`config.mk`:
```
export PLATFORM = sky130hd
export DESIGN_NAME = bitband_bridge
export DESIGN_NICKNAME = d
export VERILOG_FILES = /design/src/rtl/bb_pkg.sv /design/src/rtl/bb_window_decode.sv /design/src/rtl/bb_addr_xlate.sv /design/src/rtl/bb_bit_merge.sv /design/src/rtl/bb_rmw_fsm.sv /design/src/rtl/bitband_bridge.sv
export SDC_FILE = /design/constraint.sdc
export NUM_CORES = 1
export LEC_CHECK = 0
export BUFFER_PORTS_ARGS = -buffer_cell sky130_fd_sc_hd__buf_2
export CAP_MARGIN = 20
export CORE_MARGIN = 2
export CORE_UTILIZATION = 51
export CTS_BUF_LIST = sky130_fd_sc_hd__clkbuf_2 sky130_fd_sc_hd__clkbuf_4 sky130_fd_sc_hd__clkbuf_8
export CTS_CLUSTER_SIZE = 10
export DETAILED_ROUTE_END_ITERATION = 8
export GPL_ROUTABILITY_DRIVEN = 1
export GPL_TIMING_DRIVEN = 0
export PLACE_DENSITY = 0.89
export SLEW_MARGIN = 10
export SYNTH_ARGS = -nofsm -noshare
export SYNTH_HDL_FRONTEND = slang
export SYNTH_SLANG_ARGS = --single-unit
```
`constraint.sdc`:
```
create_clock -name clk -period 3.05 [get_ports clk]
set_input_delay 0.61 -clock clk [delete_from_list [all_inputs] [get_ports clk]]
set_output_delay 0.61 -clock clk [all_outputs]
set_load 0.1 [all_outputs]
```
`src/rtl/bb_pkg.sv`:
```
package bb_pkg;

  typedef enum logic [1:0] {
    SZ_BYTE = 2'd0,
    SZ_HALF = 2'd1,
    SZ_WORD = 2'd2
  } bb_size_e;

  typedef enum logic [1:0] {
    ST_IDLE  = 2'd0,
    ST_READ  = 2'd1,
    ST_WRITE = 2'd2
  } bb_state_e;

endpackage

```
`src/rtl/bb_window_decode.sv`:
```
// Compares the alias tag against every window base; the matching window
// supplies its real base.
module bb_window_decode #(
  parameter int ADDR_W    = 32,
  parameter int NUM_WIN   = 2,
  parameter int SPAN_LOG2 = 25,
  parameter logic [NUM_WIN-1:0][ADDR_W-1:0] ALIAS_BASE = {32'h4200_0000, 32'h2200_0000},
  parameter logic [NUM_WIN-1:0][ADDR_W-1:0] REAL_BASE  = {32'h4000_0000, 32'h2000_0000}
) (
  input  logic [ADDR_W-1:SPAN_LOG2] tag,
  output logic                      hit,
  output logic [ADDR_W-1:0]         real_base
);

  logic [NUM_WIN-1:0] match;

  genvar w;
  generate
    for (w = 0; w < NUM_WIN; w++) begin : g_win
      assign match[w] = (tag == ALIAS_BASE[w][ADDR_W-1:SPAN_LOG2]);
    end
  endgenerate

  always_comb begin
    real_base = '0;
    for (int i = 0; i < NUM_WIN; i++) begin
      if (match[i]) real_base = real_base | REAL_BASE[i];
    end
  end

  assign hit = |match;

endmodule

```
`src/rtl/bb_addr_xlate.sv`:
```
// Alias offset -> real byte address and bit index.
module bb_addr_xlate import bb_pkg::*; #(
  parameter int ADDR_W    = 32,
  parameter int SPAN_LOG2 = 25,
  parameter int IDX_W     = 5
) (
  input  logic [ADDR_W-1:0]      real_base,
  input  logic [SPAN_LOG2-1:2]   word_off,
  input  logic [1:0]             size,
  output logic [ADDR_W-1:0]      real_addr,
  output logic [IDX_W-1:0]       bit_idx
);

  localparam int OFF_W    = SPAN_LOG2 - 2;
  localparam int BYTE_SH  = 3;
  localparam logic [IDX_W-1:0] IDX_MASK_B = IDX_W'(7);
  localparam logic [IDX_W-1:0] IDX_MASK_H = IDX_W'(15);
  localparam logic [ADDR_W-1:0] ALIGN_H = ~ADDR_W'(1);
  localparam logic [ADDR_W-1:0] ALIGN_W = ~ADDR_W'(3);

  logic [OFF_W-1:0]  off_vec;
  logic [ADDR_W-1:0] off_ext;
  logic [ADDR_W-1:0] byte_addr;
  logic [IDX_W-1:0]  raw_idx;

  assign off_vec   = word_off;
  assign off_ext   = {{(ADDR_W-OFF_W){1'b0}}, off_vec};
  assign byte_addr = real_base | (off_ext >> BYTE_SH);
  assign raw_idx   = off_vec[IDX_W-1:0];

  always_comb begin
    case (bb_size_e'(size))
      SZ_BYTE: begin
        real_addr = byte_addr;
        bit_idx   = raw_idx & IDX_MASK_B;
      end
      SZ_HALF: begin
        real_addr = byte_addr & ALIGN_H;
        bit_idx   = raw_idx & IDX_MASK_H;
      end
      default: begin
        real_addr = byte_addr & ALIGN_W;
        bit_idx   = raw_idx;
      end
    endcase
  end

endmodule

```
`src/rtl/bb_bit_merge.sv`:
```
// Picks the addressed bit out of the fetched value and forms the value to
// write back, limited to the access width.
module bb_bit_merge import bb_pkg::*; #(
  parameter int DATA_W = 32,
  parameter int IDX_W  = 5
) (
  input  logic [DATA_W-1:0] rdata,
  input  logic [1:0]        size,
  input  logic [IDX_W-1:0]  idx,
  input  logic              set_val,
  output logic              bit_out,
  output logic [DATA_W-1:0] merged
);

  localparam logic [DATA_W-1:0] LANE_B = {{(DATA_W-8){1'b0}}, 8'hFF};
  localparam logic [DATA_W-1:0] LANE_H = {{(DATA_W-16){1'b0}}, 16'hFFFF};

  logic [DATA_W-1:0] sel;
  logic [DATA_W-1:0] lane;
  logic [DATA_W-1:0] updated;

  assign sel     = DATA_W'(1) << idx;
  assign bit_out = |(rdata & sel);
  assign updated = set_val ? (rdata | sel) : (rdata & ~sel);

  always_comb begin
    case (bb_size_e'(size))
      SZ_BYTE: lane = LANE_B;
      SZ_HALF: lane = LANE_H;
      default: lane = '1;
    endcase
  end

  assign merged = updated & lane;

endmodule

```
`src/rtl/bb_rmw_fsm.sv`:
```
// Three-state sequencer: IDLE accepts, READ fetches, WRITE stores the
// merged value.
module bb_rmw_fsm import bb_pkg::*; #(
  parameter int ADDR_W = 32,
  parameter int DATA_W = 32,
  parameter int IDX_W  = 5
) (
  input  logic              clk,
  input  logic              rst,
  input  logic              req_valid,
  input  logic              req_hit,
  input  logic              req_we,
  input  logic              req_wbit,
  input  logic [1:0]        req_size,
  input  logic [ADDR_W-1:0] req_addr,
  input  logic [IDX_W-1:0]  req_idx,
  output logic              ready,
  output logic              rsp_valid,
  output logic              rsp_bit,
  output logic              m_valid,
  input  logic              m_ready,
  output logic [ADDR_W-1:0] m_addr,
  output logic [1:0]        m_size,
  output logic              m_we,
  output logic [DATA_W-1:0] m_wdata,
  input  logic              m_rsp_valid,
  input  logic [DATA_W-1:0] m_rdata
);

  bb_state_e         state_q;
  logic              we_q;
  logic              wbit_q;
  logic [IDX_W-1:0]  idx_q;
  logic              m_valid_q;
  logic              m_we_q;
  logic [ADDR_W-1:0] m_addr_q;
  logic [1:0]        m_size_q;
  logic [DATA_W-1:0] m_wdata_q;
  logic              rsp_valid_q;
  logic              rsp_bit_q;

  logic              cur_bit;
  logic [DATA_W-1:0] new_val;
  logic              dn_done;

  bb_bit_merge #(
    .DATA_W (DATA_W),
    .IDX_W  (IDX_W)
  ) u_merge (
    .rdata   (m_rdata),
    .size    (m_size_q),
    .idx     (idx_q),
    .set_val (wbit_q),
    .bit_out (cur_bit),
    .merged  (new_val)
  );

  // a response only counts once the request has left the port
  assign dn_done = m_rsp_valid && !m_valid_q;

  always_ff @(posedge clk) begin
    if (rst) begin
      state_q     <= ST_IDLE;
      we_q        <= 1'b0;
      wbit_q      <= 1'b0;
      idx_q       <= '0;
      m_valid_q   <= 1'b0;
      m_we_q      <= 1'b0;
      m_addr_q    <= '0;
      m_size_q    <= '0;
      m_wdata_q   <= '0;
      rsp_valid_q <= 1'b0;
      rsp_bit_q   <= 1'b0;
    end else begin
      rsp_valid_q <= 1'b0;
      if (m_valid_q && m_ready) m_valid_q <= 1'b0;
      case (state_q)
        ST_IDLE: begin
          if (req_valid && req_hit) begin
            we_q      <= req_we;
            wbit_q    <= req_wbit;
            idx_q     <= req_idx;
            m_addr_q  <= req_addr;
            m_size_q  <= req_size;
            m_we_q    <= 1'b0;
            m_wdata_q <= '0;
            m_valid_q <= 1'b1;
            state_q   <= ST_READ;
          end
        end
        ST_READ: begin
          if (dn_done) begin
            if (we_q) begin
              m_wdata_q <= new_val;
              m_we_q    <= 1'b1;
              m_valid_q <= 1'b1;
              state_q   <= ST_WRITE;
            end else begin
              rsp_valid_q <= 1'b1;
              rsp_bit_q   <= cur_bit;
              state_q     <= ST_IDLE;
            end
          end
        end
        ST_WRITE: begin
          if (dn_done) begin
            rsp_valid_q <= 1'b1;
            rsp_bit_q   <= 1'b0;
            m_we_q      <= 1'b0;
            state_q     <= ST_IDLE;
          end
        end
        default: state_q <= ST_IDLE;
      endcase
    end
  end

  assign ready     = (state_q == ST_IDLE);
  assign rsp_valid = rsp_valid_q;
  assign rsp_bit   = rsp_bit_q;
  assign m_valid   = m_valid_q;
  assign m_addr    = m_addr_q;
  assign m_size    = m_size_q;
  assign m_we      = m_we_q;
  assign m_wdata   = m_wdata_q;

endmodule

```
`src/rtl/bitband_bridge.sv`:
```
module bitband_bridge #(
  parameter int ADDR_W    = 32,
  parameter int DATA_W    = 32,
  parameter int NUM_WIN   = 2,
  parameter int SPAN_LOG2 = 25,
  parameter logic [NUM_WIN-1:0][ADDR_W-1:0] ALIAS_BASE = {32'h4200_0000, 32'h2200_0000},
  parameter logic [NUM_WIN-1:0][ADDR_W-1:0] REAL_BASE  = {32'h4000_0000, 32'h2000_0000}
) (
  input  logic              clk,
  input  logic              rst,
  input  logic              s_valid,
  output logic              s_ready,
  output logic              s_hit,
  input  logic [ADDR_W-1:0] s_addr,
  input  logic [1:0]        s_size,
  input  logic              s_we,
  input  logic [DATA_W-1:0] s_wdata,
  output logic              s_rsp_valid,
  output logic [DATA_W-1:0] s_rdata,
  output logic              m_valid,
  input  logic              m_ready,
  output logic [ADDR_W-1:0] m_addr,
  output logic [1:0]        m_size,
  output logic              m_we,
  output logic [DATA_W-1:0] m_wdata,
  input  logic              m_rsp_valid,
  input  logic [DATA_W-1:0] m_rdata
);

  localparam int IDX_W = $clog2(DATA_W);

  logic [ADDR_W-1:0] win_real_base;
  logic [ADDR_W-1:0] xl_addr;
  logic [IDX_W-1:0]  xl_idx;
  logic              rsp_bit;
  logic              unused_top;

  assign unused_top = ^{s_wdata[DATA_W-1:1], s_addr[1:0]};

  bb_window_decode #(
    .ADDR_W     (ADDR_W),
    .NUM_WIN    (NUM_WIN),
    .SPAN_LOG2  (SPAN_LOG2),
    .ALIAS_BASE (ALIAS_BASE),
    .REAL_BASE  (REAL_BASE)
  ) u_decode (
    .tag       (s_addr[ADDR_W-1:SPAN_LOG2]),
    .hit       (s_hit),
    .real_base (win_real_base)
  );

  bb_addr_xlate #(
    .ADDR_W    (ADDR_W),
    .SPAN_LOG2 (SPAN_LOG2),
    .IDX_W     (IDX_W)
  ) u_xlate (
    .real_base (win_real_base),
    .word_off  (s_addr[SPAN_LOG2-1:2]),
    .size      (s_size),
    .real_addr (xl_addr),
    .bit_idx   (xl_idx)
  );

  bb_rmw_fsm #(
    .ADDR_W (ADDR_W),
    .DATA_W (DATA_W),
    .IDX_W  (IDX_W)
  ) u_fsm (
    .clk         (clk),
    .rst         (rst),
    .req_valid   (s_valid),
    .req_hit     (s_hit),
    .req_we      (s_we),
    .req_wbit    (s_wdata[0]),
    .req_size    (s_size),
    .req_addr    (xl_addr),
    .req_idx     (xl_idx),
    .ready       (s_ready),
    .rsp_valid   (s_rsp_valid),
    .rsp_bit     (rsp_bit),
    .m_valid     (m_valid),
    .m_ready     (m_ready),
    .m_addr      (m_addr),
    .m_size      (m_size),
    .m_we        (m_we),
    .m_wdata     (m_wdata),
    .m_rsp_valid (m_rsp_valid),
    .m_rdata     (m_rdata)
  );

  assign s_rdata = {{(DATA_W-1){1'b0}}, rsp_bit};

endmodule

```
==> results of run 1 <==
-- cells in the mapped netlist, drive strengths merged, types with 7 or more instances --
master  instances
a21oi          43
buf            55
clkbuf         25
dfxtp          69
mux2           10
mux2i          33
nand2          91
nand2b          8
nand3          15
nand3b         27
nor2           29
nor2b           7
nor3            7
o31ai          25
-- area by class of cell --
class,instances,share of cell area [%]
Clock buffer,11,2.85
Multi-Input combinational cell,379,43.5
Tap cell,102,2.50
Inverter,6,0.442
Buffer,80,9.54
Sequential cell,69,27.1
Timing Repair Buffer,132,13.0
Clock inverter,5,1.18
-- metal layers --
| metal | track usage (%) | routed length [um] |
|---|---|---|
| met1 | 34.1 | 4940 |
| met2 | 46.1 | 5590 |
| met3 | 5.18 | 905 |
| met4 | 7.96 | 140 |
| met5 | 0 | 0 |
-- sequential cells by signal, summed over array words and instances, names as in the netlist --
| name | count |
|---|---|
| u_fsm.idx_q | 5 |
| u_fsm.rsp_bit | 1 |
| u_fsm.m_wdata | 32 |
| u_fsm.m_size | 2 |
| u_fsm.rsp_valid | 1 |
| u_fsm.state_q | 2 |
| u_fsm.wbit_q | 1 |
| u_fsm.m_we | 1 |
| u_fsm.m_addr | 22 |
| u_fsm.we_q | 1 |
| u_fsm.m_valid | 1 |
-- worst paths after layout --
check                           slack (ns)  cells past startpoint          endpoint
worst min register to register        0.45                      2   u_fsm.m_addr[8]
worst max register to register        0.89                      7  u_fsm.m_wdata[3]
worst min-delay path                  0.45                      2   u_fsm.m_addr[8]
worst max-delay path                  0.71                      4             s_hit
-- kinds of logic after synthesis --
kind of cell | after synthesis
flip-flops | 69
AND/OR/NAND/NOR | 200
AO/OA/AOI/OAI | 90
other | 1
buffers and inverters | 86
XOR/XNOR | 1
multiplexers | 43
adder cells (fa/ha/maj) | 4
-- worst reg2reg max path: stages, from the launching register on --
cell      delay [ns]
dfxtp_1         0.35
inv_1           0.10
ha_1            0.14
clkbuf_1        0.28
nand3_1         0.21
a22oi_1         0.69
nand3_1         0.19
a21oi_1         0.15
-- through the flow --
step	instances	instance area [um2]
detailed placement	767	4890
global route	784	5100
CTS	783	5100
finish	784	5100
floorplan	534	4110
global placement	767	4890
-- power groups by stage --
stage / logic (mW) / registers (mW) / clock network (mW)
floorplan: 0.318 / 0.934 / 0
global placement: 0.401 / 0.924 / 0
detailed placement: 0.403 / 0.924 / 0
CTS: 0.404 / 0.903 / 0.776
global route: 0.424 / 0.903 / 0.812
finish: 0.408 / 0.903 / 0.775
-- cells in the final DEF (no fill, tap or decap), drive strengths merged, types with 2 or more instances in the layout --
master and count:
a31oi 3, nand3b 27, a21oi 43, nor2b 7, nand2b 8, nand2 91, inv 6, and2 3
nand4 3, mux2 10, a22oi 2, nor3 7, clkbuf 36, dfxtp 69, o21ai 4, buf 187
and3 2, o31ai 25, nor3b 2, clkinv 3, ha 4, conb 41, nor2 29, nor4 2
nand3 15, mux2i 33
==> run metrics, run 1 <==
final net count=785; clk slew on worst S/H paths=~0.08 ns; Leakage=between 2 and 2.5 nW; HP Start=u_fsm.m_addr[8]; CTS Root Cell=clkbuf_8; Netlist Area Pre-Place=slightly below 4000 um2; CP Launch Type=input port; Final HPWL DP=9.04 mm; first-pass GRT wire length=~18 mm; Worst path max stage delay=approximately 0.43 ns; Fin. Hold Viols=0; min cycle time layout=2.34 ns; DR iter-0 viols=170; ANT nets after route=0; antenna cell count=0; Compound-Gate Fraction of Synth Area=between 10% and 20%; Register Area=approximately 1400 um2; top-area cell type share of the netlist area=between 30% and 40%; Seq cells post-synth=69; status=finished, final reports clean; CTS sink count=slightly below 70; Starting Density=between 50% and 60%; worst vdd ir=around 0.34 mV; Clock Power Share=37.2%; Max-cap violations=0; share of cells above drive strength 1=about a third; Max H-tree Level=3; post-synthesis sequential area ratio=34.9%; die area=between 8000 and 9000 um2; Max-slew headroom=between 40% and 50%; maximum clock path buffer count=2; Avg Cell Area, Syn=between 8 and 9 um2; Crit Path Class=input port to output port; Vias/cell=just over 5; Max Freq=0.426 GHz; largest cells by area after synthesis=dfxtp_1, nand2_1, mux2i_1, buf_4, a21oi_1; Vert. Die Dim=a little over 90 um; RSZ-0062 raised after global routing=no; Hold Path Class=flip-flop to flip-flop; PortBufs=around 130; area delta synth->final=28.9%; worst path arrival time=around 1.7 ns; Worst Path Max Fanout=4; post-synthesis xor/xnor area fraction=less than 1%; switching power=0.675 mW; CP cell instances=buf_2, nor4_4, and3_1, buf_2; Critical Path RT=about 2.4 ns; row cnt=32; Post CTS Setup Buffer Count=0; cell taking the most area after synthesis=dfxtp_1; Critical Path Sink Type=output port; largest net degree at the start of global routing=13; I/O pin cnt=~210; die width=a little over 90 um; Yosys warnings=0; Synth Area in Adders=under 10%; most common flop cell mapped by yosys=dfxtp_1; Buf/Inv on CP=2; pre-CTS setup slack=0.696 ns; Routed WL=roughly 12 mm; GR Util All Layers=between 20% and 30%; Comb power frac=roughly a fifth; Synth cell types=50; main combinational cell family by area after synthesis=simple AND/OR/NAND/NOR gates; RR Startpoint=u_fsm.state_q[1]; ys async rst share=0%; Vias=about 4,100; Skew-Pair Late Insertion Delay=0.35 ns; mux cell area share after synthesis=around 11%; Remaining Overflow, GRT=0; Worst Tran Pin Value=between 0.8 and 0.9 ns; Setup TNS Final=0 ns; Int Power=1.41 mW; Design Power=~2.1 mW; cts repair resizes=0; skew final=about 0.010 ns; number of fill cells=between 600 and 700; CTS Buf Count=9; core area=~7600 um2; setup violators final=0; Power Density=409 nW/um2; Routability Congestion=approximately 0.98; drt first pass iters=5; cell family with most CP delay=simple AND/OR/NAND/NOR gates; post-synthesis simple-gate area fraction=approximately a quarter; Post-synth EDFFs=0; vias in the first global route=about 3,800; Critical Path Start=s_addr[26]; Fin Hold WS=about 0.45 ns; Seq pwr share=between 40 and 50%; critical path's most frequent cell=buf_2; final worst path period share=76.9%; Syn Inst Count=494; Post-Route Utilization=between 60% and 70%; slowest CP cell=buf_2; hold_buf cts=0; antenna violations before repair=0; wire per inst=about 15 um; DRC Markers=0; Sw Ratio=approximately 32%; PnR worst setup slack=0.705 ns; Multi-input gate area=2220 um2; CTS tree=done; Slew Limit Fails=0
(Power assumes the default switching activity.)
==> inputs of run 2 (changes only) <==
CORE_UTILIZATION = 42   (was 51)
PLACE_DENSITY = 0.78   (was 0.89)
clock period = 1.9 ns   (was 3.05 ns; I/O delays follow)
==> run metrics, run 2 (synthesis results as in run 1) <==
antenna violations before repair=0; setup violators final=0; Crit Path Class=flip-flop to flip-flop; final worst path period share=95.4%; Final HPWL DP=9.30 mm; Max-slew headroom=about three fifths; RSZ-0062 raised after global routing=yes; Post CTS Setup Buffer Count=0; GR Util All Layers=23.2%; Worst Path Max Fanout=10; die area=10,200 um2; Power Density=around 670 nW/um2; share of cells above drive strength 1=34.4%; Hold Path Class=input port to flip-flop; Worst Hold Depth=3; hold_buf cts=0; CTS sink count=69; cell family with most CP delay=buffers and inverters; ANT nets after route=0; Skew-Pair Late Insertion Delay=0.35 ns; Buf/Inv on CP=3; Post-Route Utilization=between 50 and 60%; Largest register FFs=32; vias in the first global route=3,838; PnR worst setup slack=0.0873 ns; Routed WL=12.0 mm; Vias/cell=just over 5; Worst R2R Setup Slack=between 0.08 and 0.09 ns; Max Freq=between 0.5 and 0.6 GHz; pre-CTS setup slack=-0.231 ns; Vert. Die Dim=about 100 um; worst vdd ir=approximately 0.4 mV; RR Startpoint=u_fsm.state_q[0]; Max-cap violations=0; Register Area=1380 um2; wire per inst=15.3 um; skew final=0.00787 ns; Critical Path Sink Type=flip-flop; HP Start=s_addr[15]; first-pass GRT wire length=between 15 and 20 mm; DR iter-0 viols=about 160; hold worst-path end=u_fsm.m_addr[10]; Max H-tree Level=3; Worst Tran Pin Value=0.576 ns; commonest cells after routing, fill and taps aside=buf_2, nand2_1, dfxtp_1; Slew Limit Fails=0; DRC Markers=0; largest net degree at the start of global routing=13; CTS Root Cell=clkbuf_8; slowest CP cell=dfxtp_1; Fin. Hold Viols=0; Worst path max stage delay=0.44 ns; CTS tree=done; core area=about 9200 um2; Setup TNS Final=0 ns; I/O pin cnt=207; maximum clock path buffer count=2; Cell Count, Final, Fillers Out=around 800; Routability Congestion=approximately 0.94; Critical Path RT=roughly 2.2 ns; Leakage=2.35 nW; CP cell instances=inv_1, ha_4, nand2b_1, a22o_1, buf_6, clkbuf_4, nand2_1, a21oi_1; Remaining Overflow, GRT=0; row cnt=35; worst path arrival time=~2.1 ns; status=finished, final reports clean; Vias=a little over 4,000; area delta synth->final=31.3%; drt first pass iters=5; Starting Density=between 40% and 50%; Design Power=between 3 and 4 mW; number of fill cells=880; clk slew on worst S/H paths=around 0.080 ns; CP Launch Type=flip-flop; CTS Buf Count=9; Multi-input gate area=between 2000 and 2500 um2; R2R cell count=8; placed cell count=777; commonest non-fill, non-tap cell in the layout=buf_2; final net count=about 780; min cycle time layout=between 1.5 and 2 ns; PortBufs=131; antenna cell count=0; die width=between 100 and 150 um; reg-to-reg endpoint=u_fsm.m_wdata[7]
## run 2: timing repair
item / 4_1_cts / 5_1_grt
endpoints found under the setup margin: 33 / 57
gates resized for setup: 7 / 25
pin swaps: 0 / 1
## run 2: cell type report
type                            instances  area share [%]
Buffer                                 76            9.44
Clock buffer                           10            2.65
Clock inverter                          6            1.66
Inverter                                6           0.433
Multi-Input combinational cell        379            43.7
Sequential cell                        69            26.6
Tap cell                              111            2.67
Timing Repair Buffer                  132            12.9
## run 2: tightest hold or removal path: cells and delay by family
kind,cells,cell delay [ns]
buffers and inverters,1,0.09
AND/OR/NAND/NOR,1,0.05
AO/OA/AOI/OAI,1,0.05
## run 2: worst max-delay path by stage
stage | startpoint | endpoint | slack, ns | cells past startpoint
6_report | u_fsm.state_q[0] | u_fsm.m_wdata[7] | 0.09 | 8
5_1_grt | u_fsm.state_q[0] | u_fsm.m_addr[1] | -0.006 | 7
4_1_cts | s_addr[26] | s_hit | 0.01 | 4
3_5_place_dp | u_fsm.state_q[1] | u_fsm.m_wdata[7] | -0.23 | 9
3_3_place_gp | s_addr[26] | u_fsm.m_wdata[14] | -0.15 | 8
2_1_floorplan | s_addr[26] | u_fsm.idx_q[0] | 0.004 | 7
## run 2: routing by layer
layer  vias to the layer above  wire, um  track usage (%)
li1                       1986         -                -
met1                      1820      5010             27.8
met2                       204      5650             39.0
met3                        30      1090             7.56
met4                         0       286             7.69
met5                         -         0                0
## run 2: power by group
group          switching (mW)  internal [mW]
sequential            0.00245           1.45
combinational           0.499          0.160
clock                   0.580          0.772
total                    1.08           2.38
## run 2: per-stage QoR
stage / area, um2 / hold slack [ns]
6_report: 5200 / 0.267
5_1_grt: 5200 / 0.259
4_1_cts: 5150 / 0.258
3_5_place_dp: 4930 / 0.444
3_3_place_gp: 4920 / 0.435
2_1_floorplan: 4130 / 0.483
